File: config.mk
export PLATFORM = sky130hd
export DESIGN_NAME = pwr_seq_top
export DESIGN_NICKNAME = d
export VERILOG_FILES = /design/src/rtl/pwr_seq_pkg.sv /design/src/rtl/pwr_seq_uvflt.sv /design/src/rtl/pwr_seq_window.sv /design/src/rtl/pwr_seq_rstgen.sv /design/src/rtl/pwr_seq_top.sv
export SDC_FILE = /design/constraint.sdc
export NUM_CORES = 1
export LEC_CHECK = 0
export ABC_CLOCK_PERIOD_IN_PS = 3500
export BUFFER_PORTS_ARGS = -buffer_cell sky130_fd_sc_hd__clkbuf_2
export CAP_MARGIN = 20
export CORE_UTILIZATION = 59
export DETAILED_ROUTE_END_ITERATION = 10
export HOLD_SLACK_MARGIN = 0.08
export PLACE_DENSITY = 0.79
export RECOVER_POWER = 100
export SYNTH_ARGS = -nofsm -noshare
export SYNTH_HDL_FRONTEND = slang
export SYNTH_SLANG_ARGS = --single-unit
File: constraint.sdc
create_clock -name clk -period 3.5 [get_ports clk]
set_clock_uncertainty 0.15 [all_clocks]
set_input_delay 0.875 -clock clk [delete_from_list [all_inputs] [get_ports clk]]
set_output_delay 0.875 -clock clk [all_outputs]
set_load 0.1 [all_outputs]
File: src/rtl/pwr_seq_pkg.sv
package pwr_seq_pkg;

   typedef enum logic [1:0] {
      MODE_ACTIVE = 2'd0,
      MODE_FLASH  = 2'd1,
      MODE_V1SB   = 2'd2,
      MODE_BATSB  = 2'd3
   } mode_e;

   localparam int unsigned SRC_W = 3;

   // Sources 0..2 (LIN, INH, SPI) leave V1-standby without a reset
   function automatic logic src_is_quiet(input logic [SRC_W-1:0] src);
      return (src <= 3'd2);
   endfunction

endpackage

File: src/rtl/pwr_seq_uvflt.sv
module pwr_seq_uvflt #(
   parameter int unsigned LIMIT_US = 8
) (
   input  logic clk,
   input  logic rst,
   input  logic tick,
   input  logic uv_in,
   output logic uv_flt
);

   generate
      if (LIMIT_US == 0) begin : g_pass
         assign uv_flt = uv_in;
      end else begin : g_cnt
         localparam int unsigned W = $clog2(LIMIT_US + 2);
         localparam logic [W-1:0] TOP = W'(LIMIT_US + 1);
         logic [W-1:0] cnt_q;

         always_ff @(posedge clk) begin
            if (rst || !uv_in)
               cnt_q <= '0;
            else if (tick && cnt_q != TOP)
               cnt_q <= cnt_q + 1'b1;
         end

         assign uv_flt = (cnt_q == TOP);

         // Clearing the comparator drops the filtered flag one cycle later
         assert_uv_release_R2: assert property (@(posedge clk) disable iff (rst)
            !uv_in |=> !uv_flt);
      end
   endgenerate

endmodule

File: src/rtl/pwr_seq_window.sv
module pwr_seq_window #(
   parameter int unsigned LEN_US = 2000
) (
   input  logic clk,
   input  logic rst,
   input  logic tick,
   input  logic start,
   output logic active
);

   generate
      if (LEN_US == 0) begin : g_off
         assign active = 1'b0;
      end else begin : g_on
         localparam int unsigned W = $clog2(LEN_US + 1);
         localparam logic [W-1:0] LIM = W'(LEN_US);
         logic [W-1:0] cnt_q;

         always_ff @(posedge clk) begin
            if (rst)
               cnt_q <= '0;
            else if (start)
               cnt_q <= LIM;
            else if (tick && cnt_q != '0)
               cnt_q <= cnt_q - 1'b1;
         end

         assign active = (cnt_q != '0);

         assert_window_opens_R6: assert property (@(posedge clk) disable iff (rst)
            start |=> active);
      end
   endgenerate

endmodule

File: src/rtl/pwr_seq_rstgen.sv
module pwr_seq_rstgen #(
   parameter int unsigned HOLD_US = 2000
) (
   input  logic clk,
   input  logic rst,
   input  logic tick,
   input  logic kill,
   output logic nreset
);

   localparam int unsigned W = $clog2(HOLD_US + 1);
   localparam logic [W-1:0] LIM = W'(HOLD_US);

   if (HOLD_US < 1) begin : g_bad_hold
      $error("pwr_seq_rstgen: HOLD_US must be at least 1");
   end

   logic [W-1:0] cnt_q;

   always_ff @(posedge clk) begin
      if (rst || kill)
         cnt_q <= '0;
      else if (tick && cnt_q != LIM)
         cnt_q <= cnt_q + 1'b1;
   end

   assign nreset = (cnt_q == LIM);

   assert_kill_low_R1: assert property (@(posedge clk) disable iff (rst)
      kill |=> !nreset);

endmodule

File: src/rtl/pwr_seq_top.sv
module pwr_seq_top
   import pwr_seq_pkg::*;
#(
   parameter int unsigned RST_HOLD_US = 2000,
   parameter int unsigned UV_FILT_US  = 8,
   parameter int unsigned SHORT_US    = 4000,
   parameter int unsigned BLOCK_US    = 2000,
   parameter int unsigned IRQ_US      = 2000
) (
   input  logic             clk,
   input  logic             rst,
   input  logic             tick_us,
   input  logic             cmd_wr,
   input  logic             cmd_v1sb,
   input  logic             cmd_batsb,
   input  logic             wake_vld,
   input  logic [SRC_W-1:0] wake_src,
   input  logic             irq_en,
   input  logic             v1_uv,
   input  logic             v1_good,
   input  logic             flash_lvl,
   input  logic             tsd,
   input  logic             wd_fail,
   output logic [1:0]       mode,
   output logic             nreset,
   output logic             irq_out,
   output logic             rst_block
);

   localparam int unsigned SC_W = $clog2(SHORT_US + 1);
   localparam logic [SC_W-1:0] SC_LIM = SC_W'(SHORT_US);

   if (SHORT_US < 1) begin : g_bad_short
      $error("pwr_seq_top: SHORT_US must be at least 1");
   end

   mode_e           mode_q, mode_d;
   logic            sc_run_q;
   logic [SC_W-1:0] sc_cnt_q;
   logic            uv_flt, short_hit;
   logic            from_v1, quiet, irq_start, blk_start, wake_rst;
   logic            flash_exit, wd_rst, kill;

   // ---- wake classification ----
   assign from_v1   = wake_vld && (mode_q == MODE_V1SB);
   assign quiet     = src_is_quiet(wake_src);
   assign irq_start = from_v1 && irq_en;
   assign blk_start = from_v1 && !irq_en && quiet;
   assign wake_rst  = from_v1 && !irq_en && !quiet;

   assign flash_exit = (mode_q == MODE_FLASH) && !flash_lvl;
   assign wd_rst     = wd_fail && !rst_block &&
                       (mode_q == MODE_ACTIVE || mode_q == MODE_V1SB);
   assign short_hit  = sc_run_q && (sc_cnt_q == SC_LIM) && !v1_good &&
                       (mode_q == MODE_ACTIVE || mode_q == MODE_FLASH);

   assign kill = wake_rst || flash_exit || wd_rst || !v1_good || uv_flt ||
                 (mode_q == MODE_BATSB);

   // ---- mode state machine ----
   always_comb begin
      mode_d = mode_q;
      unique case (mode_q)
         MODE_ACTIVE: begin
            if (tsd || short_hit)             mode_d = MODE_BATSB;
            else if (cmd_wr && cmd_batsb)     mode_d = MODE_BATSB;
            else if (cmd_wr && cmd_v1sb)      mode_d = MODE_V1SB;
            else if (flash_lvl)               mode_d = MODE_FLASH;
         end
         MODE_FLASH: begin
            if (tsd || short_hit)             mode_d = MODE_BATSB;
            else if (!flash_lvl)              mode_d = MODE_ACTIVE;
         end
         MODE_V1SB: begin
            if (tsd)                          mode_d = MODE_BATSB;
            else if (wake_vld)                mode_d = MODE_ACTIVE;
         end
         MODE_BATSB: begin
            if (wake_vld)                     mode_d = MODE_ACTIVE;
         end
         default:                             mode_d = MODE_ACTIVE;
      endcase
   end

   always_ff @(posedge clk) begin
      if (rst) mode_q <= MODE_ACTIVE;
      else     mode_q <= mode_d;
   end

   // ---- supply short check after turn-on ----
   always_ff @(posedge clk) begin
      if (rst) begin
         sc_run_q <= 1'b1;
         sc_cnt_q <= '0;
      end else if (mode_q == MODE_BATSB && mode_d == MODE_ACTIVE) begin
         sc_run_q <= 1'b1;
         sc_cnt_q <= '0;
      end else if (mode_d == MODE_BATSB) begin
         sc_run_q <= 1'b0;
      end else if (sc_run_q) begin
         if (sc_cnt_q == SC_LIM)  sc_run_q <= 1'b0;
         else if (tick_us)        sc_cnt_q <= sc_cnt_q + 1'b1;
      end
   end

   // ---- sub-blocks ----
   pwr_seq_uvflt #(.LIMIT_US(UV_FILT_US)) uvflt_i (
      .clk(clk), .rst(rst), .tick(tick_us), .uv_in(v1_uv), .uv_flt(uv_flt));

   pwr_seq_rstgen #(.HOLD_US(RST_HOLD_US)) rstgen_i (
      .clk(clk), .rst(rst), .tick(tick_us), .kill(kill), .nreset(nreset));

   pwr_seq_window #(.LEN_US(BLOCK_US)) blk_win_i (
      .clk(clk), .rst(rst), .tick(tick_us), .start(blk_start), .active(rst_block));

   pwr_seq_window #(.LEN_US(IRQ_US)) irq_win_i (
      .clk(clk), .rst(rst), .tick(tick_us), .start(irq_start), .active(irq_out));

   assign mode = mode_q;

   // ---- assertions ----
   assert_batsb_low_R3: assert property (@(posedge clk) disable iff (rst)
      (mode_q == MODE_BATSB) |=> !nreset);

   assert_wake_returns_R4: assert property (@(posedge clk) disable iff (rst)
      (mode_q == MODE_BATSB && wake_vld) |=> (mode_q == MODE_ACTIVE));

   assert_v1sb_exit_R5: assert property (@(posedge clk) disable iff (rst)
      (mode_q == MODE_V1SB) |=> (mode_q != MODE_FLASH));

   assert_flash_exit_rst_R8: assert property (@(posedge clk) disable iff (rst)
      (mode_q == MODE_FLASH && !flash_lvl) |=> !nreset);

   assert_short_batsb_R9: assert property (@(posedge clk) disable iff (rst)
      short_hit |=> (mode_q == MODE_BATSB));

endmodule

Word level (Yosys, flattened, before mapping)
Cells that the tools add are included.
{"block": "classes", "magnitude_cmp": 1, "addsub": 5, "reduce_logical": 44, "muxes": 16, "eq_ne": 9, "n_bitwise": 2}
{"cell": "11-bit 2-to-1 mux", "n": 4}
{"cell": "11-bit nonzero test", "n": 2}
{"cell": "11-bit by 1-bit subtractor with 11-bit output, second input constant", "n": 2}
{"cell": "1-bit logical AND", "n": 18}
{"cell": "2-bit 2-to-1 mux", "n": 8}
{"cell": "12-bit by 1-bit adder with 12-bit output, second input constant", "n": 1}
{"cell": "12-bit equality test, second input constant", "n": 1}
{"cell": "11-bit by 1-bit adder with 11-bit output, second input constant", "n": 1}
{"cell": "11-bit equality test, second input constant", "n": 1}
{"cell": "11-bit != test, second input constant", "n": 1}
{"cell": "1-bit logical OR", "n": 10}
{"cell": "2-bit one-hot mux with 4 select lines", "n": 1}
{"cell": "2-bit equality test, second input constant", "n": 3}
{"cell": "1-bit zero test", "n": 6}
{"cell": "2-bit OR reduction", "n": 3}
{"cell": "4-bit by 1-bit adder with 4-bit output, second input constant", "n": 1}
{"cell": "4-bit equality test, second input constant", "n": 1}
{"cell": "2-bit zero test", "n": 2}
{"cell": "4-bit != test, second input constant", "n": 1}
{"cell": "4-bit AND reduction", "n": 1}
{"cell": "2-bit nonzero test", "n": 2}
{"cell": "3-bit by 2-bit less-or-equal comparator with 1-bit output, second input constant", "n": 1}
{"cell": "1-bit 2-to-1 mux", "n": 3}
{"cell": "2-bit by 1-bit equality test with 1-bit output, second input constant", "n": 1}
{"cell": "1-bit NOT", "n": 2}
{"block": "totals", "ff_bits": 52, "inputBits": 16, "wordCells": 86, "output_inout_bits": 5}

Depth between registers and ports, before layout
{"block": "depth", "depth_word": 10, "depth_mapped": 8, "depth_no_buf": 7}

Cells and area by module
Synthesis repeated with hierarchy kept, for this count alone.
{"block": "unflattened", "cells_unflattened": 351, "hier_area_um2": 3025.4}
{"module": "pwr_seq_window", "area_each_um2": 655.6, "cells_per_inst": 76, "instances": 2, "seq_area_each_um2": 220.2}
{"module": "pwr_seq_top", "area_each_um2": 927.1, "cells_per_inst": 109, "instances": 1, "seq_area_each_um2": 300.3}
{"module": "pwr_seq_rstgen", "area_each_um2": 564.3, "cells_per_inst": 66, "instances": 1, "seq_area_each_um2": 220.2}
{"module": "pwr_seq_uvflt", "area_each_um2": 222.7, "cells_per_inst": 24, "instances": 1, "seq_area_each_um2": 80.1}

Worst setup path before layout
OpenSTA, ideal clock, no wires.
{"block": "synth_path", "path_kind": "register to output", "start": "reg irq_win_i.g_on.cnt_q[0]", "end": "out irq_out", "t_arrival_ps": 1821, "t_required_ps": 2475, "path_stages_with_launch": 6, "path_buffers": 0, "path_slack_ps": 654, "path_cell_list": "dfxtp_1 inv_1 ha_1 or4b_4 nor3_1 nand2b_1"}
{"block": "synth_between", "elab_chain_cells": 1}
{"item": "start: declaration", "line_no": "pwr_seq_window.sv:17", "rtl": "logic [W-1:0] cnt_q;"}
{"item": "start signal: assignment", "line_no": "pwr_seq_window.sv:25", "rtl": "cnt_q <= cnt_q - 1'b1;"}
{"item": "11-bit nonzero test", "line_no": "pwr_seq_window.sv:28", "rtl": "assign active = (cnt_q != '0);"}
{"item": "end: declaration", "line_no": "pwr_seq_top.sv:26", "rtl": "output logic irq_out,"}
Every way passes these cells.

Worst setup path in the final report
Ends and elaborated chain as after synthesis.

==> impl_results.md <==
* CP startpoint: irq_win_i.g_on.cnt_q[0]
* Top Layer Used: met4
* Hold Path Class: flop to flop
* Total GRT Usage at 22.9%
* Nets@finish at 363
* Die width at 69.9 um
* CP arrival at 2120 ps
* # setup viols final at 0
* Core Footprint at 0.00438 mm2
* Setup TNS at 0 ps
* Half-perimeter wire length after placement at 3650 um
* Worst EP required at 2470 ps
* Violated checks: max-capacitance violations, max-slew violations
* Clock sinks at 52
* Syn Std Cell Area at 0.00272 mm2
* Register area share after synthesis at 38.3%
* Worst reg2reg setup slack at 640 ps
* Pre-antenna DRT Iters at 4
* Normalized max-slew margin at -5.49%
* Mux contribution to synthesized area at 4.78%
* Initial antenna violation count at 0
* Hold Buf Count CTS at 0
* CP endpoint: irq_out
* Wirelength per Cell at 13.1 um
* Cell count after synthesis at 318
* Slowest stage delay, CP at 510 ps
* Row count at 24
* Grt ovf at 0
* Tmin final at 3140 ps
* Critical path type: flop to output pin
* Dominant cell type by area after synthesis: dfxtp_1
* Complex-gate fraction of the synthesized area at 12.2%
* CP max FO at 4
* Xor/xnor share of the synthesized area at 8.05%
* Die Height at 69.9 um
* Final Hold Fails at 0
* Synth warnings at 0
* Post-Syn Area per Cell at 8.55 um2
* Htree depth at 2
* DP Area at 0.00286 mm2
* WHS at 331 ps
* Crit path capture type: output pin
* Fraction of registers with async set/reset at 0%
* Metal2 WL at 2360 um
* Cts repair resizes at 0
* Post-placement worst setup slack at 716 ps
* Met3 wire length at 122 um
* #FFs+latches synth at 52
* Cell Chain, Critical Path: inv_1 -> ha_1 -> or4b_1 -> nor3_1 -> nand2b_1 -> clkbuf_2
* Share of layout cells above drive strength 1 at 9.14%
* Adder-cell area share of the yosys netlist at 4.14%
* EDFF count, synth at 0
* Residual DRC at 0
* Die area at 0.00489 mm2
* Number of DRC markers in iteration 0 at 125
* Post-CTS setup buffer count at 0
* Initial Utilization at 62.0%
* Fill cells at 391
* CTS tree: built
* Area delta synth->final at 6.90%
* # placed instances at 383
* Worst Tran Pin Value at 1570 ps
* Lkg Pwr at 0.00111 uW
* Synth cell count leaders: dfxtp_1, nand2_1, nor2_1
* Maximum number of pins on one net before global-route repair at 26
* Count leader, synth: dfxtp_1
* Vias in the first global route at 2182
* Clock Path Buffers at 2
* Tcrit/Tclk final at 89.8%
* Finished Layout Cells at 391
* Routed vias/inst at 5.75
* Status: finished with violations
* Main combinational cell family by area after synthesis: simple AND/OR/NAND/NOR gates
* Placer Congestion at 0.810
* R2r worst-path depth at 5
* Number of diodes at 0
* Max-cap violations at 1
* DRT antenna net count at 0
* Input/output buffers at 20
* Simple-gate share of the synthesized area at 28.4%
* Maximum VDD drop at 0.393 mV
* Slowest CP cell: or4b_1
* IO Pins at 21
* Max frequency at 0.318 GHz
* Routed via count at 2250
* Fin area at 0.00291 mm2
* Net Count, Synth at 343
* Synth top area cells: dfxtp_1, xor2_1, nand2_1, mux2i_1, nor2_1
* Met1 WL at 2550 um
* TritonCTS Buffers at 5
* Skew-Pair Late Insertion Delay at 310 ps
* Final setup margin at 359 ps
* RSZ-0062 raised after global routing: false
* Ys flop type: dfxtp_1
* Clock transition at path regs at 90 ps
* Yosys top cell area share at 38.3%
* Total wire length at 5110 um
* Yosys cell types at 45
* Crit start category: flop
* Worst r2r src: mode[0]
* Sequential standard cell area at 0.00104 mm2
* P per Cell Area at 681 mW/mm2
* Multi-input gate area at 0.00154 mm2
* Global-route wire length before repair at 9180 um
* Root Buffer: clkbuf_8
* Slew Viols, Final at 14
* FF-to-FF End: sc_cnt_q[10]
-- cells by family (layout without fill, tap and decap cells) --
group / after synthesis / after routing
xor+xnor: 25 / 25
simple gates: 145 / 145
compound gates: 49 / 49
mux: 13 / 13
fa+ha+maj: 9 / 9
flops: 52 / 52
buf+inv: 25 / 46
-- cell usage in the layout, fill, tap and decap left out, types with 2 or more instances in the layout --
cell type,instances
o31ai_1,2
nand2b_1,15
o21ai_0,3
nand3b_1,4
or3_1,4
nand3_1,12
and4_1,2
clkinv_2,2
nand2_1,36
or4_1,3
inv_1,15
xor2_1,18
a31oi_1,4
and3_1,4
buf_4,2
clkbuf_8,5
clkbuf_1,4
nand4b_1,4
a311oi_1,2
a2111oi_0,2
a21oi_1,24
o41a_1,2
mux2i_1,13
a211oi_1,4
nor3_1,5
ha_1,9
nor3b_1,3
dfxtp_1,52
nor2_1,34
nand4_1,11
xnor2_1,7
clkbuf_2,17
-- worst min path at each step --
| stage | end | from | cells after the start |
|---|---|---|---|
| global placement | sc_cnt_q[10] | sc_cnt_q[10] | 2 |
| floorplan | sc_cnt_q[11] | sc_cnt_q[11] | 2 |
| CTS | sc_cnt_q[10] | sc_cnt_q[10] | 2 |
| global route | sc_cnt_q[1] | sc_cnt_q[1] | 2 |
| finish | sc_cnt_q[10] | sc_cnt_q[10] | 2 |
| detailed placement | sc_cnt_q[10] | sc_cnt_q[10] | 2 |
-- layout make-up --
type                            count  share of cell area (%)
Clock inverter                      3                   0.645
Multi-Input combinational cell    241                    53.1
Sequential cell                    52                    35.8
Clock buffer                        5                    2.37
Tap cell                           52                    2.24
Timing Repair Buffer               23                    3.96
Inverter                           15                    1.94
-- state kept, by name, indices dropped and copies added (netlist names) --
signal,flops
blk_win_i.g_on.cnt_q,11
irq_win_i.g_on.cnt_q,11
mode,2
rstgen_i.cnt_q,11
sc_cnt_q,12
sc_run_q,1
uvflt_i.g_cnt.cnt_q,4
-- where the power goes --
group	leakage [uW]	internal, uW	total (uW)	switching [uW]
sequential	0.000424	701	805	104
combinational	0.000639	289	831	541
clock	0.0000479	140	344	204
-- metrics by stage --
step                      utilization (%)  power [uW]
after floorplan                         -        1540
after global placement               65.2        1670
after detailed placement             65.2        1690
after CTS                            67.2        2030
after global routing                 66.3        2120
final                                66.3        1980
-- critical path: cells and delay by family, from the launching register on --
family | cells | cell delay [ps]
flip-flops | 1 | 340
adder cells (fa/ha/maj) | 1 | 210
AND/OR/NAND/NOR | 3 | 840
buffers and inverters | 2 | 430
-- layer usage --
layer	track usage [%]	vias up
met5	0	-
met4	8.67	0
met3	4.18	9
met2	39.1	29
met1	28.8	1048
li1	-	1164
Note: power is estimated with default switching activity, not from simulation.
